[src/rtl/cfg_boot_pkg.sv]
package cfg_boot_pkg;

  typedef enum logic [2:0] {
    ST_START  = 3'd0,
    ST_SETUP  = 3'd1,
    ST_ACCESS = 3'd2,
    ST_STEP   = 3'd3,
    ST_PINW   = 3'd4,
    ST_DONE   = 3'd5
  } boot_state_e;

  // Worst-case access time rounded up to whole clocks, plus one cycle of margin.
  function automatic int access_cycles(input int access_ps, input int clk_ps);
    return (access_ps + clk_ps - 1) / clk_ps + 1;
  endfunction

endpackage

[src/rtl/cfg_wait_timer.sv]
module cfg_wait_timer #(
  parameter int CNT_W    = 7,
  parameter int LOAD_VAL = 118
) (
  input  logic clk,
  input  logic rst,
  input  logic start,
  output logic expired
);

  logic [CNT_W-1:0] cnt_q;

  always_ff @(posedge clk) begin
    if (rst) begin
      cnt_q <= '0;
    end else if (start) begin
      cnt_q <= CNT_W'(LOAD_VAL);
    end else if (cnt_q != '0) begin
      cnt_q <= cnt_q - 1'b1;
    end
  end

  assign expired = (cnt_q == '0);

endmodule

[src/rtl/cfg_addr_counter.sv]
module cfg_addr_counter #(
  parameter int ADDR_W = 7,
  parameter int LAST   = 127
) (
  input  logic              clk,
  input  logic              rst,
  input  logic              inc,
  output logic [ADDR_W-1:0] addr,
  output logic              at_last
);

  logic [ADDR_W-1:0] addr_q;

  always_ff @(posedge clk) begin
    if (rst) begin
      addr_q <= '0;
    end else if (inc) begin
      addr_q <= addr_q + 1'b1;
    end
  end

  assign addr    = addr_q;
  assign at_last = (addr_q == ADDR_W'(LAST));

endmodule

[src/rtl/cfg_boot_loader.sv]
module cfg_boot_loader #(
  parameter int ADDR_W    = 7,
  parameter int DATA_W    = 8,
  parameter int N_LOC     = 128,
  parameter int CLK_PS    = 5000,
  parameter int ACCESS_PS = 590000
) (
  input  logic              clk,
  input  logic              rst,
  input  logic              boot_sel,
  input  logic [DATA_W-1:0] cfg_pins,
  input  logic [DATA_W-1:0] rom_data,
  output logic [ADDR_W-1:0] rom_addr,
  output logic              rom_oe_n,
  output logic              reg_we,
  output logic [ADDR_W-1:0] reg_waddr,
  output logic [DATA_W-1:0] reg_wdata,
  output logic              done
);

  import cfg_boot_pkg::*;

  localparam int WAIT_CYC = access_cycles(ACCESS_PS, CLK_PS);
  localparam int TMR_W    = $clog2(WAIT_CYC + 1);
  localparam int LAST_LOC = N_LOC - 1;

  boot_state_e state_q;
  logic        tmr_start;
  logic        tmr_expired;
  logic        addr_inc;
  logic        addr_last;

  cfg_wait_timer #(
    .CNT_W   (TMR_W),
    .LOAD_VAL(WAIT_CYC - 1)
  ) u_timer (
    .clk    (clk),
    .rst    (rst),
    .start  (tmr_start),
    .expired(tmr_expired)
  );

  cfg_addr_counter #(
    .ADDR_W(ADDR_W),
    .LAST  (LAST_LOC)
  ) u_addr (
    .clk    (clk),
    .rst    (rst),
    .inc    (addr_inc),
    .addr   (rom_addr),
    .at_last(addr_last)
  );

  always_comb begin
    tmr_start = (state_q == ST_SETUP);
    addr_inc  = (state_q == ST_STEP) && !addr_last;
  end

  always_ff @(posedge clk) begin
    if (rst) begin
      state_q   <= ST_START;
      rom_oe_n  <= 1'b1;
      reg_we    <= 1'b0;
      reg_waddr <= '0;
      reg_wdata <= '0;
      done      <= 1'b0;
    end else begin
      case (state_q)
        ST_START: begin
          if (boot_sel) begin
            state_q <= ST_SETUP;
          end else begin
            reg_we    <= 1'b1;
            reg_waddr <= '0;
            reg_wdata <= cfg_pins;
            state_q   <= ST_PINW;
          end
        end
        ST_SETUP: begin
          rom_oe_n <= 1'b0;
          state_q  <= ST_ACCESS;
        end
        ST_ACCESS: begin
          if (tmr_expired) begin
            rom_oe_n  <= 1'b1;
            reg_we    <= 1'b1;
            reg_waddr <= rom_addr;
            reg_wdata <= rom_data;
            state_q   <= ST_STEP;
          end
        end
        ST_STEP: begin
          reg_we <= 1'b0;
          if (addr_last) begin
            done    <= 1'b1;
            state_q <= ST_DONE;
          end else begin
            state_q <= ST_SETUP;
          end
        end
        ST_PINW: begin
          reg_we  <= 1'b0;
          done    <= 1'b1;
          state_q <= ST_DONE;
        end
        ST_DONE: state_q <= ST_DONE;
        default: state_q <= ST_START;
      endcase
    end
  end

  // address must hold while the ROM output is enabled
  a_r4_addr_stable: assert property (@(posedge clk) disable iff (rst)
    (!rom_oe_n && !$past(rom_oe_n)) |-> $stable(rom_addr));

  // after output enable returns high it stays high one more cycle
  a_r4_oe_gap: assert property (@(posedge clk) disable iff (rst)
    $rose(rom_oe_n) |=> rom_oe_n);

  // every end of a read window comes with a write strobe
  a_r5_we_on_oe_rise: assert property (@(posedge clk) disable iff (rst)
    $rose(rom_oe_n) |-> reg_we);

  // write strobe is a single cycle
  a_r5_we_single: assert property (@(posedge clk) disable iff (rst)
    reg_we |=> !reg_we);

  // done is sticky and the bus is idle while it is set
  a_r6_done_sticky: assert property (@(posedge clk) disable iff (rst)
    done |=> done);

  a_r6_done_quiet: assert property (@(posedge clk) disable iff (rst)
    done |-> (rom_oe_n && !reg_we));

  // a reset edge returns the outputs to idle
  a_r8_reset_idle: assert property (@(posedge clk)
    rst |=> (rom_oe_n && !reg_we && !done && rom_addr == '0));

endmodule

[config.mk]
export PLATFORM = sky130hd
export DESIGN_NAME = cfg_boot_loader
export DESIGN_NICKNAME = d
export VERILOG_FILES = /design/src/rtl/cfg_boot_pkg.sv /design/src/rtl/cfg_wait_timer.sv /design/src/rtl/cfg_addr_counter.sv /design/src/rtl/cfg_boot_loader.sv
export SDC_FILE = /design/constraint.sdc
export NUM_CORES = 1
export LEC_CHECK = 0
export CAP_MARGIN = 20
export CORE_MARGIN = 2
export CORE_UTILIZATION = 43
export CTS_CLUSTER_SIZE = 25
export DETAILED_ROUTE_END_ITERATION = 12
export PLACE_DENSITY_LB_ADDON = 0.08
export SYNTH_ARGS = -nofsm -noshare
export SYNTH_HDL_FRONTEND = slang
export SYNTH_HIERARCHICAL = 1
export SYNTH_SLANG_ARGS = --single-unit
[constraint.sdc]
create_clock -name clk -period 2.11 [get_ports clk]
set_clock_uncertainty 0.05 [all_clocks]
set_input_delay 0.633 -clock clk [delete_from_list [all_inputs] [get_ports clk]]
set_output_delay 0.633 -clock clk [all_outputs]
set_load 0.01 [all_outputs]
==> impl_results.md <==
- Status: complete, no violations
- Synth Area in Compound Gates: 15.9%
- EDFF count, synth: 0
- Vias in the first global route: about 1400
- P_leak: 0.905 nW
- Post-Layout Inst Area: 2320 µm²
- RD Place Congestion: 0.826
- Final setup fails: 0
- Reg2reg start: u_timer/cnt_q[4]
- CTS tree: done
- CP Launch Point: u_addr/addr[2]
- Slew @ Worst Pin: 0.481 ns
- CP max FO: 7
- Routed Antenna Nets: 0
- Synth Register Bits: 35
- Slowest-stage cell, CP: clkdlybuf4s50_1
- Top Ports: 44
- Clk Tree Root Cell: clkbuf_8
- Worst VDD drop: roughly 0.75 mV
- Multiplexer area fraction after synthesis: 10.7%
- Tmin final: 2.02 ns
- Startpoint Class: flop
- Drt first-iter violations: 77
- Pre-Repair DR Iteration Count: 4
- Largest net degree at the start of global routing: 19
- CP Depth: 1
- Total gr overflow: 0
- Ys Warns: 6
- Final Worst Setup Slack: around 0.09 ns
- Synth Area in Adders: under 10%
- CP Data Required Time: 1.43 ns
- Detailed-route via count: 1485
- CORE AREA: 3720 µm²
- Dpl cells: 266
- CP top delay family: buffers and inverters
- Multi-input gate area: 882 µm²
- Post-Layout Cell Count: 274
- Die width: 66.5 µm
- CP Class: flop to primary output
- Synth Flop Type: dfxtp_1
- Unrepaired setup endpoints after global routing: no
- Yosys cell types: 46
- Synth-to-Final Area Change: 38.0%
- Clk Latency, worst-skew pair: 0.29 ns
- Simple-Gate Fraction of Synth Area: between 10% and 20%
- Site Rows: 22
- R2R Setup Slk: approximately 0.21 ns
- Die height: 66.5 µm
- Max Root-Sink Buffers: 2
- Crit path DAT: between 1 and 1.5 ns
- Mapped Area: 1680 µm²
- RR Endpoint: reg_waddr[6]
- Overall Global Routing Usage: about a fifth
- Fmax: 495 MHz
- Crit path cell chain: clkdlybuf4s50_1
- Reg area: 701 µm²
- HP Class: flop to flop
- Final HPWL from detailed placement: 2.91 mm
- # fillers: 338
- Hold-critical path depth: 2
- Worst Setup EP: rom_addr[2]
- Asr flop ratio synth: 0%
- Worst rel slew slack: 67.9%
- Buf/Inv on CP: 1
- Total clock buffers created by CTS: 5
- Initial core utilization: 45.2%
- Largest family of logic cells by synthesized area: simple AND/OR/NAND/NOR gates
- Routed length per instance: 14.5 µm
- Port Buffers: 43
- Pre-CTS setup slack: 0.147 ns
- Avg Inst Size Synth: roughly 9.5 µm²
- Post-Place Cell Area: ~2200 µm²
- Global-route wire length before repair: 6.49 mm
- Reg2Reg Depth: 6
- Total Nets Final: 249
- Die area: 4420 µm²
- CP endpoint kind: primary output
- Max_cap viols: 0
- Finished Core Util: 62.3%
- Clock sinks: 35
- Diodes inserted: 0
- Cell Pwr Density: 1210 nW/µm²
- Post-Syn Nets: 201
- Final WL: around 4.0 mm
- CTS clk-pin slew, worst paths: 0.07 ns
- Total Neg Setup Slack: 0 ns
- Gate count of the mapped netlist: 177
- Max-slew violations: 0
- Final Hold Fails: 0
- Sequential-to-total area share from yosys stat: 41.8%
- Share of cells above drive strength 1: 15.5%
- Initial antenna violation count: 0
- Drt drc: 0
- Fin crit share: 95.8%
- H-tree depth: 2
- Post-synthesis xor/xnor area fraction: 2.61%
- Number of vias per cell: 5.42
- CP peak stage delay: ~0.59 ns
==> power breakdown <==
part	internal (W)	leakage [nW]	switching, W
Combinational	0.000560	0.553	0.000542
Clock	0.000472	0.0654	0.000246
Sequential	0.000811	0.286	0.000170
Total	0.00184	0.905	0.000958
==> routing by layer <==
metal	up-vias	routed length, µm	track usage, %
met5	-	0	0
met4	0	41	7.65
met3	5	221	6.76
met2	44	1950	32.8
met1	693	1760	23.1
li1	743	-	-
==> area by class of cell <==
cell class	instances	area share, %
multi-input combinational	123	38.1
sequential	35	30.3
timing repair buffer	52	22.0
clock buffer	6	3.13
clock inverter	2	2.59
tap	48	2.59
inverter	8	1.30
==> cell usage in the layout (no fill, tap or decap), types with 2 or more instances in the layout <==
cell,n
inv_1,6
nor2_1,11
a32o_2,2
dfxtp_1,35
buf_4,8
nand2b_1,2
clkbuf_8,5
or4_1,2
a21oi_1,4
ha_1,5
nor4_1,3
or3_1,2
nor4b_1,2
a31oi_1,3
a311oi_1,3
nand2_1,19
clkdlybuf4s50_1,43
o31ai_1,2
mux2_2,8
bufinv_16,2
xnor2_1,2
nor2_2,2
a32o_1,5
mux2i_1,9
xor2_1,3
nand3_1,4
o21ai_0,8
nor3_1,7
==> synth_stat cells, types with 2 or more instances <==
cell type  number  share of area, %
clkbuf_2        2              0.60
o31ai_1         2              0.89
mux2_2          8               5.4
or4_1           2              0.89
xnor2_1         2               1.0
inv_1           6               1.3
clkbuf_1        2              0.45
a32o_2          2               1.3
or3_1           2              0.75
nand2b_1        2              0.75
a21oi_1         4               1.2
nor2_1         11               2.5
a32o_1          5               3.0
nor4b_1         2               1.0
nand3_1         4               1.2
xor2_1          3               1.6
nor3_1          7               2.1
a311oi_1        3               1.6
mux2i_1         9               5.4
dfxtp_1        35                42
nand2_1        19               4.3
buf_2           4               1.2
nor4_1          4               1.5
ha_1            5               3.7
o21ai_0         8               2.4
a31oi_1         3               1.1
nor2_2          2              0.75
==> per-stage QoR <==
step	power, W	hold WS, ns
floorplan	0.00170	0.425
global placement	0.00203	0.403
detailed placement	0.00207	0.408
CTS	0.00280	0.426
global route	0.00297	0.446
finish	0.00280	0.419
==> worst min-delay path by stage <==
stage / start / to / slack, ns
6_report: done / done / 0.42
5_1_grt: reg_wdata[7] / reg_wdata[7] / 0.45
4_1_cts: reg_wdata[3] / reg_wdata[3] / 0.43
3_5_place_dp: reg_wdata[3] / reg_wdata[3] / 0.41
3_3_place_gp: reg_wdata[4] / reg_wdata[4] / 0.40
2_1_floorplan: u_timer/cnt_q[6] / u_timer/cnt_q[6] / 0.42
==> logic make-up after synthesis <==
family                   Yosys count
flip-flops                        35
AND/OR/NAND/NOR                   62
adder cells (fa/ha/maj)            5
multiplexers                      17
XOR/XNOR                           5
AO/OA/AOI/OAI                     34
buffers and inverters             19
==> state kept, by name, summed over array words and instances, names as in the netlist <==
signal         cells
rom_oe_n           1
u_timer/cnt_q      7
reg_we             1
u_addr/addr        7
reg_waddr          7
reg_wdata          8
done               1
state_q            3
==> what timing repair did <==
action / in CTS / in global routing
hold buffers: 0 / 0
setup buffers: 0 / 0
setup endpoints to repair: 0 / 1
gates resized for setup: 0 / 1
Note: power is estimated with default switching activity, not from simulation.
